**src/rtl/pp_pkg.sv**
```systemverilog
package pp_pkg;
  localparam int NUM_BANKS = 2;

  typedef struct packed {
    logic [NUM_BANKS-1:0] wrBankEn;
    logic                 rdBank;
  } ppStrobes_t;
endpackage

```
**src/rtl/pp_ctrl.sv**
```systemverilog
module pp_ctrl
  import pp_pkg::*;
(
  input  logic       clk,
  input  logic       rstN,
  input  logic       prodWrEn,
  input  logic       prodCommit,
  input  logic       consRelease,
  output logic       prodFull,
  output logic       consAvail,
  output logic       prodBank,
  output logic       consBank,
  output ppStrobes_t strobes
);
  logic [NUM_BANKS-1:0] bankFull;
  logic                 prodPtr;
  logic                 consPtr;
  logic                 commitOk;
  logic                 releaseOk;

  assign prodFull  = bankFull[prodPtr];
  assign consAvail = bankFull[consPtr];
  assign commitOk  = prodCommit && !prodFull;
  assign releaseOk = consRelease && consAvail;
  assign prodBank  = prodPtr;
  assign consBank  = consPtr;

  always_comb begin
    strobes.rdBank = consPtr;
    for (int b = 0; b < NUM_BANKS; b++) begin
      strobes.wrBankEn[b] = prodWrEn && !prodFull && (prodPtr == 1'(b));
    end
  end

  always_ff @(posedge clk) begin
    if (!rstN) begin
      bankFull <= '0;
      prodPtr  <= 1'b0;
      consPtr  <= 1'b0;
    end else begin
      for (int b = 0; b < NUM_BANKS; b++) begin
        if (commitOk && prodPtr == 1'(b)) bankFull[b] <= 1'b1;
        else if (releaseOk && consPtr == 1'(b)) bankFull[b] <= 1'b0;
      end
      if (commitOk)  prodPtr <= ~prodPtr;
      if (releaseOk) consPtr <= ~consPtr;
    end
  end

  // an accepted commit moves the producer to the other bank
  assert_commit_flip_R2: assert property (@(posedge clk) disable iff (!rstN)
    prodCommit && !prodFull |=> prodBank != $past(prodBank));

  // a commit during a stall leaves the producer where it is
  assert_stall_hold_R3: assert property (@(posedge clk) disable iff (!rstN)
    prodCommit && prodFull |=> $stable(prodBank));

  // no bank is written while the producer is stalled
  assert_write_blocked_R4: assert property (@(posedge clk) disable iff (!rstN)
    prodFull |-> strobes.wrBankEn == '0);

  // an accepted release moves the consumer on
  assert_release_flip_R5: assert property (@(posedge clk) disable iff (!rstN)
    consRelease && consAvail |=> consBank != $past(consBank));

  // a release on an empty bank is ignored
  assert_release_ignored_R5: assert property (@(posedge clk) disable iff (!rstN)
    consRelease && !consAvail |=> $stable(consBank) && $stable(bankFull));

  // a simultaneous commit and release keep the full count unchanged
  assert_both_kept_R9: assert property (@(posedge clk) disable iff (!rstN)
    commitOk && releaseOk |=> $countones(bankFull) == $past($countones(bankFull)));
endmodule

```
**src/rtl/pp_datapath.sv**
```systemverilog
module pp_datapath
  import pp_pkg::*;
#(
  parameter int DATA_W = 16,
  parameter int DEPTH  = 8,
  localparam int ADDR_W = $clog2(DEPTH)
) (
  input  logic              clk,
  input  ppStrobes_t        strobes,
  input  logic [ADDR_W-1:0] wrAddr,
  input  logic [DATA_W-1:0] wrData,
  input  logic [ADDR_W-1:0] rdAddr,
  output logic [DATA_W-1:0] rdData
);
  logic [DATA_W-1:0] bankRd [NUM_BANKS];
  logic              rdSelQ;

  for (genvar b = 0; b < NUM_BANKS; b++) begin : g_bank
    logic [DATA_W-1:0] mem [DEPTH];
    logic [DATA_W-1:0] rdQ;

    // registered read sees the word held before a same-cycle write
    always_ff @(posedge clk) begin
      if (strobes.wrBankEn[b]) mem[wrAddr] <= wrData;
      rdQ <= mem[rdAddr];
    end

    assign bankRd[b] = rdQ;
  end

  always_ff @(posedge clk) rdSelQ <= strobes.rdBank;

  assign rdData = bankRd[rdSelQ];

  // the control never enables both bank write ports together
  assert_one_writer_R4: assert property (@(posedge clk)
    $onehot0(strobes.wrBankEn));
endmodule

```
**src/rtl/pp_frame_buf.sv**
```systemverilog
module pp_frame_buf
  import pp_pkg::*;
#(
  parameter int DATA_W = 16,
  parameter int DEPTH  = 8,
  localparam int ADDR_W = $clog2(DEPTH)
) (
  input  logic              clk,
  input  logic              rstN,
  input  logic              prodWrEn,
  input  logic [ADDR_W-1:0] prodAddr,
  input  logic [DATA_W-1:0] prodData,
  input  logic              prodCommit,
  output logic              prodFull,
  output logic              prodBank,
  input  logic [ADDR_W-1:0] consAddr,
  output logic [DATA_W-1:0] consData,
  input  logic              consRelease,
  output logic              consAvail,
  output logic              consBank
);
  ppStrobes_t strobes;

  pp_ctrl i_ctrl (
    .clk(clk), .rstN(rstN), .prodWrEn(prodWrEn), .prodCommit(prodCommit),
    .consRelease(consRelease), .prodFull(prodFull), .consAvail(consAvail),
    .prodBank(prodBank), .consBank(consBank), .strobes(strobes)
  );

  pp_datapath #(.DATA_W(DATA_W), .DEPTH(DEPTH)) i_dp (
    .clk(clk), .strobes(strobes), .wrAddr(prodAddr), .wrData(prodData),
    .rdAddr(consAddr), .rdData(consData)
  );
endmodule

```
**config.mk**
```make
export PLATFORM = sky130hd
export DESIGN_NAME = pp_frame_buf
export DESIGN_NICKNAME = d
export VERILOG_FILES = /design/src/rtl/pp_pkg.sv /design/src/rtl/pp_ctrl.sv /design/src/rtl/pp_datapath.sv /design/src/rtl/pp_frame_buf.sv
export SDC_FILE = /design/constraint.sdc
export NUM_CORES = 1
export LEC_CHECK = 0
export BUFFER_PORTS_ARGS = -buffer_cell sky130_fd_sc_hd__buf_4
export CORE_ASPECT_RATIO = 0.75
export CORE_MARGIN = 1.5
export CORE_UTILIZATION = 30
export DETAILED_ROUTE_END_ITERATION = 8
export PLACE_DENSITY_LB_ADDON = 0.3
export SLEW_MARGIN = 40
export SYNTH_ARGS = -nofsm -noshare
export SYNTH_HDL_FRONTEND = slang
export SYNTH_SLANG_ARGS = --single-unit
```
**constraint.sdc**
```tcl
create_clock -name clk -period 2.46 [get_ports clk]
set_input_delay 0.369 -clock clk [delete_from_list [all_inputs] [get_ports clk]]
set_output_delay 0.369 -clock clk [all_outputs]
set_load 0.005 [all_outputs]
```
======== After elaboration in Yosys (flattened, before gate mapping) ========
Memory sizes are Yosys's and may differ from the RTL's. A register that Yosys moved wholly into a read port is not among the register bits.
Index checks and enable logic that the tools add are counted.
storage, ports and cells
  memories kept ........................... 2
  flip-flop bits (word level) ............. 5
  input port bits ......................... 27
  memory bits (writable) .................. 256
  logic and storage cells ................. 40
  output and inout port bits .............. 20
memories
  memory              words  width  rd ports  clocked after memory_dff  write ports  line               RTL
  i_dp.g_bank[0].mem  8      16     1         1                         1            pp_datapath.sv:19  logic [DATA_W-1:0] mem [DEPTH];
  i_dp.g_bank[1].mem  8      16     1         1                         1            pp_datapath.sv:19
operators by class
  bitwise logic cells ..................... 3
  multiplexer cells ....................... 15
  magnitude comparators ................... 3
  reduce and logical (&&, ||, !) cells .... 12
operator list
  cell                                                                           number
  16-bit 2-to-1 mux                                                              3
  1-bit 2-to-1 mux                                                               12
  1-bit logical AND                                                              9
  1-bit by 2-bit less-than comparator with 1-bit output (second input constant)  2
  2-bit nonzero test                                                             2
  2-bit greater-or-equal comparator (second input constant)                      1
  1-bit inverter                                                                 2
  1-bit inverter with 2-bit output                                               1
  1-bit zero test                                                                1

======== Depth between registers and ports, before layout ========
  depth in word-level cells ............... 7
  gate-level depth with buffers ........... 4
  mapped depth without buffers ............ 3

======== Modules after synthesis ========
Synthesis repeated with hierarchy kept, for this count alone.
second synthesis, totals
  cells, all modules ...................... 468
  area total of the unflattened synthesis .. 10921.7 µm²
modules (own cells, without submodules)
  module       area an instance (µm²)  cells an instance  seq. area each (µm²)  instances
  pp_datapath  10716.5                 444                8348.0                1
  pp_ctrl      205.2                   24                 80.1                  1

======== Worst setup path after synthesis ========
Ideal clock, no wire load.
  kind .................................... reg2reg
  start point ............................. reg i_ctrl.prodPtr (netlist: i_ctrl.prodBank)
  end point ............................... mem i_dp.g_bank[1].mem[1][0] (enable)
  arrival time ............................ 1.870 ns
  period minus slack after synthesis ...... 2.279 ns
  required time ........................... 2.051 ns
  setup time .............................. 0.409 ns
  cell stages (with the launch flop) ...... 4
  path buffers ............................ 0
  setup slack ............................. 0.181 ns
  path through ............................ dfxtp_1 -> nor2b_1 -> nand3_1 -> nor3_1
between the ends
  word-level cells in the longest chain between the ends .. 7
RTL lines
  what                                                 line               RTL
  from (decl)                                          pp_ctrl.sv:16      logic prodPtr;
  from (signal assigned)                               pp_ctrl.sv:45      if (commitOk) prodPtr <= ~prodPtr;
  1-bit 2-to-1 mux (not written as such) (2 in a row)  pp_ctrl.sv:21      assign prodFull = bankFull[prodPtr];
  1-bit zero test                                      pp_ctrl.sv:31      strobes.wrBankEn[b] = prodWrEn && !prodFull && (prodPtr == 1'(b));
  1-bit logical AND                                    pp_ctrl.sv:31
  1-bit logical AND *                                  pp_ctrl.sv:31
  1-bit 2-to-1 mux *                                   pp_datapath.sv:24  if (strobes.wrBankEn[b]) mem[wrAddr] <= wrData;
  1-bit 2-to-1 mux (not written as such) *             pp_datapath.sv:24
  to (decl)                                            pp_datapath.sv:19
Mark *: on every way between the ends. The rest lies on a longest branch, timed or not. The select of a mux whose other input is x is not followed.

======== Worst setup path in the final report ========
  start point ............................. reg i_dp.rdSelQ
  end point ............................... out consData[8]
between the ends
  word-level cells in the longest chain between the ends .. 4
RTL lines
  what                                                    line                RTL
  from (decl)                                             pp_datapath.sv:16   logic rdSelQ;
  from (signal assigned)                                  pp_datapath.sv:31   always_ff @(posedge clk) rdSelQ <= strobes.rdBank;
  1-bit inverter with 2-bit output (not written as such)  pp_datapath.sv:33   assign rdData = bankRd[rdSelQ];
  16-bit 2-to-1 mux (not written as such) (3 in a row)    pp_datapath.sv:33
  to (decl)                                               pp_frame_buf.sv:17  output logic [DATA_W-1:0] consData,
Every way passes these cells. The select of a mux whose other input is x is not followed.

==> results.tsv <==
stage	metric	value	unit
outcome	status	finished, final reports clean	
timing	period_share	0.8672	
clock_tree	cts_made_buffers	28	
routing	wl_met1	10460	um
routing	drcViolationCount	0	
placement	gp_congestion	0.6589	
routing	routed_via_density	4.718	
synthesis	synth-seq-area-share	0.7735	
worst_setup_path	required	2.09	ns
placement	dp_hpwl	12260	um
cells_and_area	syn2layout_area_growth	17.78	%
clock_tree	cts_tree	yes	
timing	setup_slack	0.3267	ns
global_routing	grt_pass1_wl	33110	um
timing	slew_viol_final	0	
timing	clock_skew	0.008612	ns
timing	setup_viol	0	
power_and_ir_drop	switchingPower	2.019	mW
floorplan	fp.dieH	168.1	um
timing	tightest_slew	0.5839	ns
cells_and_area	layout.nets	572	
timing	rsz0062_at_grt	no	
synthesis	synth_area	10900	um2
global_routing	grt_pass1_vias	5221	
synthesis	synth_edf_count	256	
cells_and_area	finalNonFillerCells	1030	
clock_tree	max-clock-path-buffers	3	
timing	post-route-min-period	2.133	ns
worst_setup_path	worst_setup_path_start_kind	flip-flop	
synthesis	avgSynthCellArea	23.43	um2
worst_setup_path	path_max_fanout	16	
placement	port-buffer-count	46	
cells_and_area	n_antenna_cell	0	
clock_tree	postCtsSetupRepairBufs	0	
clock_tree	clk_pin_slew	0.06	ns
global_routing	track_usage	0.1193	
power_and_ir_drop	p_sw_frac	0.1997	
clock_tree	cts.htree.levels	1	
global_routing	antenna_found_initial	0	
power_and_ir_drop	p_per_area	787.6	nW/um2
timing	finalHoldViolations	0	
worst_setup_path	cp.arrival	1.76	ns
worst_setup_path	path_class	flip-flop to output port	
timing	fmax	468.8	MHz
routing	drt_wl_total	22000	um
power_and_ir_drop	p_int	8.089	mW
clock_tree	cts_sinks	293	
timing	setup_tns	0	ns
global_routing	grt_max_degree	38	
synthesis	yosysWarnings	0	
floorplan	dieArea	37490	um2
clock_tree	clkLatencyLatePin	0.53	ns
cells_and_area	fill_cells	3207	
power_and_ir_drop	p_leak	4.241	nW
placement	numPlacedInstances	980	
routing	ant_nets	0	
synthesis	synthArstFlopShare	0	
floorplan	die_x	223.1	um
synthesis	netlist-cell-type-count	22	
routing	wl_met3	920	um
cells_and_area	utilization	0.3584	
hold_path	hold_path.class	primary input to flip-flop	
worst_setup_path	critPathCaptureType	output port	
run	cap_violations	0	
routing	wl_per_cell	21.36	um
synthesis	synthCells	465	
synthesis	syn_nets	492	
synthesis	synth_flop_cell	edfxtp_1	
synthesis	synth-seq-cells	293	
routing	drt_first_iter_violations	271	
floorplan	initial_utilization	0.3043	
routing	via_count	4860	
power_and_ir_drop	power.share.sequential	0.548	
power_and_ir_drop	p_comb_frac	0.054	
clock_tree	ctsResizeCount	0	
routing	dr.pass1.iters	4	
floorplan	num_io_pins	47	
cells_and_area	drive_gt1_frac	0.3504	
power_and_ir_drop	ir_drop	0.0004522	V
global_routing	overflow	0	
power_and_ir_drop	pwr-share-clk	0.398	
routing	top_layer	met4	
timing	slew_headroom	0.6107	
clock_tree	cts-root-buf	clkbuf_16	
floorplan	rows	60	
floorplan	core	35810	um2
routing	wl_met2	10270	um
clock_tree	hold_buffers	0	
placement	dp_slack	0.5221	ns
path summary, 6_finish.rpt:
check | startpoint | endpoint | slack, ns | cells past startpoint
setup / recovery | i_dp.rdSelQ | consData[8] | 0.33 | 3
hold reg to reg | i_ctrl.consBank | i_dp.rdSelQ | 0.44 | 0
setup reg to reg | i_ctrl.bankFull[0] | i_dp.g_bank[0].mem[7][13] | 0.75 | 4
hold / removal | prodData[7] | i_dp.g_bank[0].mem[1][7] | 0.13 | 1
registers in the layout, summed over array words and instances, names as in the netlist:
signal,cells
i_dp.g_bank.mem,256
i_dp.rdSelQ,1
i_ctrl.consBank,1
i_dp.g_bank.rdQ,32
i_ctrl.prodBank,1
i_ctrl.bankFull,2
final cells by class:
class,count,area (um2),share of cell area
multi-input cells,151,2384,0.1857
flip-flops and latches,293,8428,0.6567
inverters,1,3.754,0.0002925
repair buffers,70,575.6,0.04485
well taps,465,581.8,0.04533
clock inverters,12,81.33,0.006337
clock buffers,38,779.5,0.06074
power by group through the flow:
| stage | Sequential (mW) | Combinational, mW | Clock [mW] |
|---|---|---|---|
| floorplan | 5.64 | 0.297 | 0 |
| global placement | 5.64 | 0.540 | 0 |
| detailed placement | 5.65 | 0.556 | 0 |
| CTS | 5.54 | 0.559 | 4.13 |
| global route | 5.55 | 0.593 | 4.33 |
| finish | 5.54 | 0.544 | 4.02 |
kinds of logic after synthesis:
family,Yosys count,share of synthesized area
simple gates,32,0.01355
buf+inv,21,0.01217
compound gates,5,0.003100
mux,114,0.1977
flops,293,0.7735
worst max-delay path: stages (launching register included):
cell and delay, ns:
dfxtp_1 0.31, buf_4 0.33, mux2_2 0.43, buf_4 0.15
cells in the mapped netlist (2+ instances only):
library cell / n / area [um2]
clkbuf_1: 2 / 7.510
mux2_2: 50 / 563.0
nand2b_1: 2 / 12.51
nand3_1: 2 / 10.01
mux4_2: 24 / 540.5
dfxtp_1: 37 / 740.7
mux4_1: 40 / 1051
nand2_1: 5 / 18.77
a21oi_1: 2 / 10.01
buf_6: 7 / 78.83
nor3b_1: 2 / 15.01
nor2b_1: 2 / 12.51
buf_1: 10 / 37.54
nor2_1: 14 / 52.55
nor3_1: 4 / 20.02
edfxtp_1: 256 / 7687
cell usage in the layout (no fill, tap or decap), types with 5 or more instances in the layout:
cell type / count
edfxtp_1: 256
clkbuf_1: 7
mux2_2: 50
mux4_1: 40
clkbuf_16: 29
nor2_2: 11
dfxtp_1: 37
buf_4: 66
nand2_1: 5
mux4_2: 24
clkinv_2: 5
clkinv_1: 5
stage by stage:
| step | total power, mW | hold WS (ns) | instance area [um2] |
|---|---|---|---|
| 2_1_floorplan | 5.933 | 0.4023 | 10900 |
| 3_3_place_gp | 6.183 | 0.4030 | 11970 |
| 3_5_place_dp | 6.204 | 0.4244 | 11970 |
| 4_1_cts | 10.23 | 0.1051 | 12830 |
| 5_1_grt | 10.47 | 0.1022 | 12830 |
| 6_report | 10.11 | 0.1266 | 12830 |
layer usage:
layer,vias up,global-route usage
met3,26,0.02286
met2,100,0.1932
met1,2612,0.1677
met4,0,0.02544
met5,-,0
li1,2122,-
Power figures use the tool's default switching activity.
